## src/rtl/addr_router_pkg.sv

```systemverilog
package addr_router_pkg;

    typedef enum logic [2:0] {
        TGT_NONE = 3'd0,
        TGT_ROM  = 3'd1,
        TGT_ITCM = 3'd2,
        TGT_DTCM = 3'd3,
        TGT_MAIN = 3'd4,
        TGT_IO   = 3'd5
    } tgt_e;

    typedef enum logic [1:0] {
        SZ_BYTE = 2'd0,
        SZ_HALF = 2'd1,
        SZ_WORD = 2'd2
    } acc_size_e;

    localparam int          ADDR_W     = 32;
    localparam int          OFS_W      = 22;
    localparam int          ROM_OFS_W  = 12;
    localparam int          ITCM_OFS_W = 15;
    localparam int          DTCM_OFS_W = 14;
    localparam int          MAIN_OFS_W = 22;
    localparam logic [19:0] ROM_PAGE   = 20'hFFFF0;
    localparam logic [7:0]  MAIN_TAG   = 8'h02;
    localparam logic [7:0]  IO_TAG     = 8'h04;
    localparam logic [31:0] SYNC_ADDR  = 32'h0400_0180;

    typedef struct packed {
        logic             hit;
        logic [OFS_W-1:0] ofs;
    } match_t;

endpackage

```

## src/rtl/addr_router_cfg.sv

```systemverilog
module addr_router_cfg #(
    parameter int AW = 32
) (
    input  logic          clk,
    input  logic          rst,
    input  logic          load,
    input  logic [AW-1:0] itcm_len_in,
    input  logic [AW-1:0] dtcm_base_in,
    input  logic [AW-1:0] dtcm_len_in,
    output logic [AW-1:0] itcm_len,
    output logic [AW-1:0] dtcm_base,
    output logic [AW-1:0] dtcm_len
);
    always_ff @(posedge clk) begin
        if (rst) begin
            itcm_len  <= '0;
            dtcm_base <= '1;
            dtcm_len  <= '0;
        end else if (load) begin
            itcm_len  <= itcm_len_in;
            dtcm_base <= dtcm_base_in;
            dtcm_len  <= dtcm_len_in;
        end
    end
endmodule

```

## src/rtl/addr_router_tcm_match.sv

```systemverilog
module addr_router_tcm_match
    import addr_router_pkg::*;
#(
    parameter int AW = 32,
    parameter int IW = ITCM_OFS_W,
    parameter int DW = DTCM_OFS_W
) (
    input  logic [AW-1:0] addr,
    input  logic [AW-1:0] itcm_len,
    input  logic [AW-1:0] dtcm_base,
    input  logic [AW-1:0] dtcm_len,
    output match_t        itcm_m,
    output match_t        dtcm_m
);
    localparam logic [AW-1:0] IMASK = {{(AW-IW){1'b0}}, {IW{1'b1}}};
    localparam logic [AW-1:0] DMASK = {{(AW-DW){1'b0}}, {DW{1'b1}}};

    logic [AW:0]   dtcm_end;
    logic [AW-1:0] dtcm_rel;

    always_comb begin
        dtcm_end   = {1'b0, dtcm_base} + {1'b0, dtcm_len};
        dtcm_rel   = addr - dtcm_base;
        itcm_m.hit = addr < itcm_len;
        itcm_m.ofs = OFS_W'(addr & IMASK);
        dtcm_m.hit = (addr >= dtcm_base) && ({1'b0, addr} < dtcm_end);
        dtcm_m.ofs = OFS_W'(dtcm_rel & DMASK);
    end
endmodule

```

## src/rtl/addr_router_fixed_map.sv

```systemverilog
module addr_router_fixed_map
    import addr_router_pkg::*;
#(
    parameter int AW = 32
) (
    input  logic [AW-1:0] addr,
    input  logic [1:0]    size,
    output match_t        rom_m,
    output match_t        main_m,
    output match_t        io_m
);
    localparam logic [AW-1:0] MMASK = {{(AW-MAIN_OFS_W){1'b0}}, {MAIN_OFS_W{1'b1}}};

    logic [7:0] top_byte;

    always_comb begin
        top_byte   = addr[AW-1:AW-8];
        rom_m.hit  = addr[AW-1:ROM_OFS_W] == (AW-ROM_OFS_W)'(ROM_PAGE);
        rom_m.ofs  = OFS_W'(addr[ROM_OFS_W-1:0]);
        main_m.hit = top_byte == MAIN_TAG;
        main_m.ofs = OFS_W'(addr & MMASK);
        io_m.hit   = (top_byte == IO_TAG) && (addr == AW'(SYNC_ADDR))
                     && (size == SZ_HALF);
        io_m.ofs   = OFS_W'(addr[ROM_OFS_W-1:0]);
    end
endmodule

```

## src/rtl/cpu_addr_router.sv

```systemverilog
module cpu_addr_router
    import addr_router_pkg::*;
#(
    parameter int AW = ADDR_W,
    parameter int OW = OFS_W
) (
    input  logic          clk,
    input  logic          rst,
    input  logic          acc_valid,
    input  logic          acc_write,
    input  logic [1:0]    acc_size,
    input  logic [AW-1:0] acc_addr,
    input  logic          cfg_load,
    input  logic [AW-1:0] cfg_itcm_len,
    input  logic [AW-1:0] cfg_dtcm_base,
    input  logic [AW-1:0] cfg_dtcm_len,
    output logic [2:0]    sel_target,
    output logic [OW-1:0] sel_offset,
    output logic          rd_zero,
    output logic          wr_err
);
    logic [AW-1:0] itcm_len, dtcm_base, dtcm_len;
    match_t        itcm_m, dtcm_m, rom_m, main_m, io_m;
    tgt_e          tgt;
    logic [OFS_W-1:0] ofs;

    addr_router_cfg #(.AW(AW)) u_cfg (
        .clk(clk), .rst(rst), .load(cfg_load),
        .itcm_len_in(cfg_itcm_len), .dtcm_base_in(cfg_dtcm_base),
        .dtcm_len_in(cfg_dtcm_len),
        .itcm_len(itcm_len), .dtcm_base(dtcm_base), .dtcm_len(dtcm_len)
    );

    addr_router_tcm_match #(.AW(AW)) u_tcm (
        .addr(acc_addr), .itcm_len(itcm_len), .dtcm_base(dtcm_base),
        .dtcm_len(dtcm_len), .itcm_m(itcm_m), .dtcm_m(dtcm_m)
    );

    addr_router_fixed_map #(.AW(AW)) u_map (
        .addr(acc_addr), .size(acc_size),
        .rom_m(rom_m), .main_m(main_m), .io_m(io_m)
    );

    // Priority chain: ROM (reads only), ITCM, DTCM, then fixed regions
    always_comb begin
        tgt = TGT_NONE;
        ofs = '0;
        if (rom_m.hit && !acc_write) begin
            tgt = TGT_ROM;  ofs = rom_m.ofs;
        end else if (itcm_m.hit) begin
            tgt = TGT_ITCM; ofs = itcm_m.ofs;
        end else if (dtcm_m.hit) begin
            tgt = TGT_DTCM; ofs = dtcm_m.ofs;
        end else if (main_m.hit) begin
            tgt = TGT_MAIN; ofs = main_m.ofs;
        end else if (io_m.hit) begin
            tgt = TGT_IO;   ofs = io_m.ofs;
        end
    end

    assign sel_target = tgt;
    assign sel_offset = OW'(ofs);
    assign rd_zero    = acc_valid && !acc_write && (tgt == TGT_NONE);

    always_ff @(posedge clk) begin
        if (rst) wr_err <= 1'b0;
        else     wr_err <= acc_valid && acc_write && (tgt == TGT_NONE);
    end
endmodule

```

## config.mk

```make
export PLATFORM = sky130hd
export DESIGN_NAME = cpu_addr_router
export DESIGN_NICKNAME = d
export VERILOG_FILES = /design/src/rtl/addr_router_pkg.sv /design/src/rtl/addr_router_cfg.sv /design/src/rtl/addr_router_tcm_match.sv /design/src/rtl/addr_router_fixed_map.sv /design/src/rtl/cpu_addr_router.sv
export SDC_FILE = /design/constraint.sdc
export NUM_CORES = 1
export LEC_CHECK = 0
export BUFFER_PORTS_ARGS = -buffer_cell sky130_fd_sc_hd__buf_2
export CELL_PAD_IN_SITES_DETAIL_PLACEMENT = 1
export CELL_PAD_IN_SITES_GLOBAL_PLACEMENT = 2
export CORE_MARGIN = 2
export CORE_UTILIZATION = 35
export DETAILED_ROUTE_END_ITERATION = 10
export GPL_TIMING_DRIVEN = 0
export PLACE_DENSITY = 0.82
export SYNTH_ARGS = -nofsm -noshare
export SYNTH_HDL_FRONTEND = slang
export SYNTH_HIERARCHICAL = 1
export SYNTH_SLANG_ARGS = --single-unit
```

## constraint.sdc

```tcl
create_clock -name clk -period 15.4 [get_ports clk]
set_input_delay 1.54 -clock clk [delete_from_list [all_inputs] [get_ports clk]]
set_output_delay 1.54 -clock clk [all_outputs]
set_load 0.01 [all_outputs]
```

# ---- Word-level counts from Yosys, hierarchy flattened
# Index checks and enable logic that the tools add are counted.
dict set report word_totals {
  out_inout_bits 27
  reg_bits 97
}
dict set report classes {
  muxes 10
  add_sub_neg 2
  magnitude_cmp 3
  n_reduce_logical 10
  n_eq_ne 5
}
# cell count
set ops {}
lappend ops {{two-way mux 22 bit} 4}
lappend ops {{adder 32 x 32 -> 33 bit} 1}
lappend ops {{less-than comparator 32 x 33 -> 1 bit} 1}
lappend ops {{equality test 32 x 27 -> 1 bit, second input constant} 1}
lappend ops {{>= comparator 32 bit} 1}
lappend ops {{less-than comparator 32 bit} 1}
lappend ops {{equality test 20 bit, second input constant} 1}
lappend ops {{two-way mux 3 bit} 5}
lappend ops {{subtractor 14 bit} 1}
lappend ops {{two-way mux 12 bit} 1}
lappend ops {{equality test 8 x 2 -> 1 bit, second input constant} 1}
lappend ops {{equality test 8 x 3 -> 1 bit, second input constant} 1}
lappend ops {{logical AND 1 bit} 8}
lappend ops {{logical NOT 3 bit} 1}
lappend ops {{equality test 2 x 1 -> 1 bit, second input constant} 1}
lappend ops {{logical NOT 1 bit} 1}

# ---- Depth between registers and ports, before layout
dict set report depth {
  ltp_word 10
  depth_mapped 22
  depth_no_buf 20
}

# ---- Cells and area by module
# The synthesis kept the hierarchy.
# module instances area_per_inst_um2 cells_per_inst seq_area_each_um2
set by_module_without_submodules {}
lappend by_module_without_submodules {addr_router_tcm_match 1 4615.7 630 0.0}
lappend by_module_without_submodules {addr_router_cfg 1 3557.2 313 1921.8}
lappend by_module_without_submodules {cpu_addr_router 1 998.5 141 20.0}
lappend by_module_without_submodules {addr_router_fixed_map 1 644.4 87 0.0}

# ---- Worst setup path after synthesis
# No wires, ideal clock.
dict set report synth_timing {
  path_type {register to output}
  start {register u_cfg.dtcm_base[0]}
  end {output port sel_offset[13]}
  path_stages_with_launch 22
  path_buffers 2
  slack_ns 9.455
  required_time_ns 13.860
  arrival_time_ns 4.405
  path_cell_list {dfxtp_1 > ha_1 > fa_1 > a21oi_1 > o211ai_1 > a21oi_1 > a21oi_1 > a221o_1 > and4b_1 > a311o_1 > ha_1 > a21oi_1 > o21ai_0 > a2111oi_0 > a21oi_1 > and3b_1 > o21ai_0 > a2bb2oi_1 > buf_6 > buf_2 > a22oi_1 > a31oi_1}
}
# item line
set synth_rtl {}
lappend synth_rtl {{start, declared} addr_router_cfg.sv:11} ;# output logic [AW-1:0] dtcm_base,
lappend synth_rtl {{start signal, assigned} addr_router_cfg.sv:21} ;# dtcm_base <= dtcm_base_in;
lappend synth_rtl {{end, declared} cpu_addr_router.sv:18} ;# output logic [OW-1:0] sel_offset,

==> summary.md <==
| Metric | Value |
|---|---|
| Status | finished, final reports clean |
| CP most frequent cell | a21oi_1 |
| Total number of vias | approximately 8.9k |
| Worst reg2reg path endpoint | wr_err |
| Post-synthesis mux area share | 0.08974 |
| Avg Synthesized Cell Area | approximately 8.4 µm² |
| Worst hold start | u_cfg/itcm_len[3] |
| Worst min path class | flip-flop to flip-flop |
| WHS | 500.7 ps |
| Post-synth top area share | 0.1978 |
| Crit-path leading delay family | compound AO/OA/AOI/OAI gates |
| Worst hold endpoint | u_cfg/itcm_len[3] |
| Number of global-route vias before repair | 9003 |
| Main combinational cell family by area after synthesis | compound AO/OA/AOI/OAI gates |
| F_max | approximately 130 MHz |
| Cells after Synth | 1171 |
| Largest net degree at the start of global routing | 18 |
| # diodes | 0 |
| Worst reg-to-reg path cell count | 20 |
| Initial antenna violation count | 0 |
| Synthesized area | ~0.0098 mm² |
| Register area share after synthesis | 0.1978 |
| WP data arrival | ~6000 ps |
| All-layer global routing usage | 0.2147 |
| Setup crit start kind | flip-flop |
| Initial DRT Pass Iterations | 5 |
| Clk_skew | 15.51 ps |
| Max_slew headroom | 0.4083 |
| CTS Buf Count | 9 |
| Post-synthesis adder-cell area fraction | 0.1647 |
| Clk sinks | between 90 and 100 |
| Post-CTS Setup Repair Bufs | 0 |
| Crit share post-route | 0.4888 |
| Hold Crit Depth | 2 |
| Crit-path slowest cell | a2111oi_0 |
| First-pass GRT wire length | roughly 49000 µm |
| Synth Area in Compound Gates | 0.1975 |
| Max Cap Viol | 0 |
| Synthesis-stage register bit count | just under 100 |
| Starting density of the core | 0.3543 |
| Clk buf depth | 2 |
| Final Slew Violations | 0 |
| Drt total wl | 31220 µm |
| Clk slew on worst S/H paths | 80 ps |
| Routability cong. | ~0.86 |
| Clk_lat worst skew | 370 ps |
| Setup-failing EPs final | 0 |
| Xor/xnor share of the synthesized area | 0.02855 |
| I/O Buffers | 160 |
| Placed cells | 1742 |
| Cell chain of the critical path | ha_1 -> fa_1 -> a21oi_1 -> o211ai_1 -> a21oi_1 -> o221ai_1 -> nor3_1 -> a311o_1 -> xor2_1 -> ha_1 -> a211oi_1 -> o21ai_0 -> a2111oi_0 -> a21oi_1 -> and3b_1 -> o21ai_0 -> a2bb2oi_1 -> buf_6 -> buf_2 -> a22oi_1 -> a31oi_1 -> buf_2 |
| CTS Root Cell | clkbuf_16 |
| CTS tree | yes |
| Number of synthesized flops with an enable pin | 0 |
| Rows | 61 |
| Die Ht | 171.5 µm |
| Pwr per Cell Area | a little under 80 mW/mm² |
| Worst EP required | ~14000 ps |
| Drt initial violations | roughly 320 |
| Routed length per instance | approximately 18 µm |
| Unrepaired setup endpoints after global routing | no |
| Endpoints failing hold | 0 |
| Critical setup path kind | flip-flop to primary output |
| Bufs and invs on worst path | 3 |
| Setup TNS | 0 ps |
| Critical Path Max Stage Delay | ~480 ps |
| Detailed placement HPWL | between 20000 and 30000 µm |
| GR Overflow Total | 0 |
| Post-DRT Antenna Nets | 0 |
| Static Leak | between 0.005 and 0.006 µW |
| # H-tree levels | 3 |
| Vias per inst | roughly 5.0 |
| CTS Hold Bufs | 0 |
| Min Tclk post-route | 7527 ps |
| PnR worst setup slack | between 7000 and 8000 ps |
| Drt drc | 0 |
| Synth top area cells | dfxtp_1 20%, ha_1 16%, mux2i_1 9.0% |
| Worst-margin pin slew | between 800 and 900 ps |
| Fin nets | 1638 |
| VDD IR max | roughly 0.052 mV |
| Post_cts resized | 0 |
| Asr flop ratio synth | 0 |
| Post-Layout Cell Count | roughly 1.8k |
| Crit end category | primary output |
| Die X | between 150 and 200 µm |
| Core Util, Final | 0.4151 |
| Setup WS pre-CTS | 8316 ps |
| Simple-Gate Fraction of Synth Area | 0.1722 |
| Layout cells sized above 1 | 0.2435 |
| Post-synth cell types | 85 |
| I/O Pins | 162 |
| Worst Path Max Fanout | 10 |
| Die ar. | about 0.03 mm² |
| Worst R2R Start | u_cfg/dtcm_base[0] |
| Primary FF master, synth | dfxtp_1 |
| FF-to-FF setup slack | ~10000 ps |
| Core Area | 0.02771 mm² |
| P&R area growth vs syn | 17.16% |
| Most area-hungry cell type in the Yosys netlist | dfxtp_1 |
| YS warnings | 6 |
==> worst max-delay path by stage <==
| stage | start | slack [ps] | endpoint | depth (start not counted) |
|---|---|---|---|---|
| detailed placement | u_cfg/dtcm_base[0] | 8320 | sel_offset[3] | 22 |
| finish | u_cfg/dtcm_base[0] | 7870 | sel_offset[5] | 22 |
| floorplan | u_cfg/dtcm_base[0] | 9450 | sel_offset[13] | 21 |
| global placement | u_cfg/dtcm_base[0] | 8290 | sel_offset[3] | 22 |
| CTS | u_cfg/dtcm_base[0] | 7870 | sel_offset[7] | 22 |
| global route | u_cfg/dtcm_base[0] | 7290 | sel_offset[3] | 22 |
==> cell usage after synthesis (7+ instances only) <==
cell type  number
dfxtp_1        97
a211oi_1        7
nand4_1        18
buf_2          12
nor3_1          9
xnor2_1        15
and2b_1         8
nor4_1          7
xor2_1         17
a21oi_1        54
nand2b_1       30
a22oi_1        21
a211o_1        33
buf_4         102
o21ai_0        36
mux2i_1        88
buf_6          12
clkbuf_1        8
a31oi_1        29
nor2b_1        37
ha_1          126
buf_12          8
nand3_1        14
nand2_1        65
o21a_1         12
nor2_1        105
a21o_1         19
inv_1          79
==> worst register-to-register path: stages (launching register included) <==
cell	delay (ps)
dfxtp_1	350
ha_1	260
fa_1	420
a21oi_1	250
o211ai_1	170
a21oi_1	390
o221ai_1	300
nor3_1	260
a311o_1	160
xor2_1	190
ha_1	270
a211oi_1	200
o21ai_0	160
a2111oi_0	480
a21oi_1	120
and3b_1	200
o21ai_0	70
a2bb2oi_1	400
buf_6	210
nand3b_1	140
nor4b_1	60
==> cells in the final DEF (no fill, tap or decap), types with 5 or more instances in the layout <==
| cell type | synthesis | final |
|---|---|---|
| a22oi_1 | 21 | 21 |
| conb_1 | 2 | 35 |
| nor3_1 | 9 | 9 |
| clkbuf_16 | 0 | 9 |
| nand2_1 | 65 | 65 |
| clkbuf_1 | 8 | 8 |
| a211o_1 | 33 | 33 |
| a21oi_1 | 54 | 54 |
| inv_1 | 79 | 79 |
| a21o_1 | 19 | 19 |
| ha_1 | 126 | 126 |
| xnor2_1 | 15 | 15 |
| o21ai_1 | 5 | 5 |
| o211ai_1 | 6 | 6 |
| buf_2 | 12 | 172 |
| a31oi_1 | 29 | 29 |
| buf_12 | 8 | 8 |
| and2b_1 | 8 | 8 |
| nand2b_1 | 30 | 30 |
| nand3_1 | 14 | 14 |
| buf_6 | 12 | 12 |
| nor2b_1 | 37 | 37 |
| o21ai_0 | 36 | 36 |
| nor2_1 | 105 | 105 |
| buf_4 | 102 | 102 |
| dfxtp_1 | 97 | 97 |
| mux2i_1 | 88 | 88 |
| o21a_1 | 12 | 12 |
| a211oi_1 | 7 | 7 |
| nor4_1 | 7 | 7 |
| xor2_1 | 17 | 17 |
| nand4_1 | 18 | 18 |
==> power breakdown <==
part	internal, µW	leakage, µW	switching, µW
combinational	176	0.00485	212
sequential	267	0.000804	12.1
clock	116	0.000140	113
total	559	0.00579	338
==> final cells by class <==
class	count	area [µm²]
Multi-Input combinational cell	883	6538
Fill cell	3422	16210
Tap cell	378	473.0
Buffer	144	1160
Sequential cell	97	1942
Inverter	80	300.3
Timing Repair Buffer	160	800.8
Clock buffer	10	239.0
Clock inverter	6	47.55
==> sequential cells by signal (all words and copies together) (netlist names) <==
register / flops
u_cfg/dtcm_base: 32
u_cfg/dtcm_len: 32
u_cfg/itcm_len: 32
wr_err: 1
==> logic make-up after synthesis <==
family,Yosys count
adder cells (fa/ha/maj),128
XOR/XNOR,32
AND/OR/NAND/NOR,328
multiplexers,88
AO/OA/AOI/OAI,272
buffers and inverters,224
flip-flops,97
other,2
==> routing by layer <==
metal,vias to the layer above,track usage,part of all wire
li1,4476,-,-
met1,4198,0.2885,0.49
met2,155,0.3627,0.46
met3,21,0.02715,0.033
met4,0,0.05490,0.013
met5,-,0,0
==> per-stage QoR <==
step	instance area [µm²]	power, µW
floorplan	9940	555.8
global placement	11210	662.2
detailed placement	11210	672.8
CTS	11500	907.3
global route	11500	967.1
finish	11500	897.2
No activity file was read; power rests on OpenSTA's default activity.
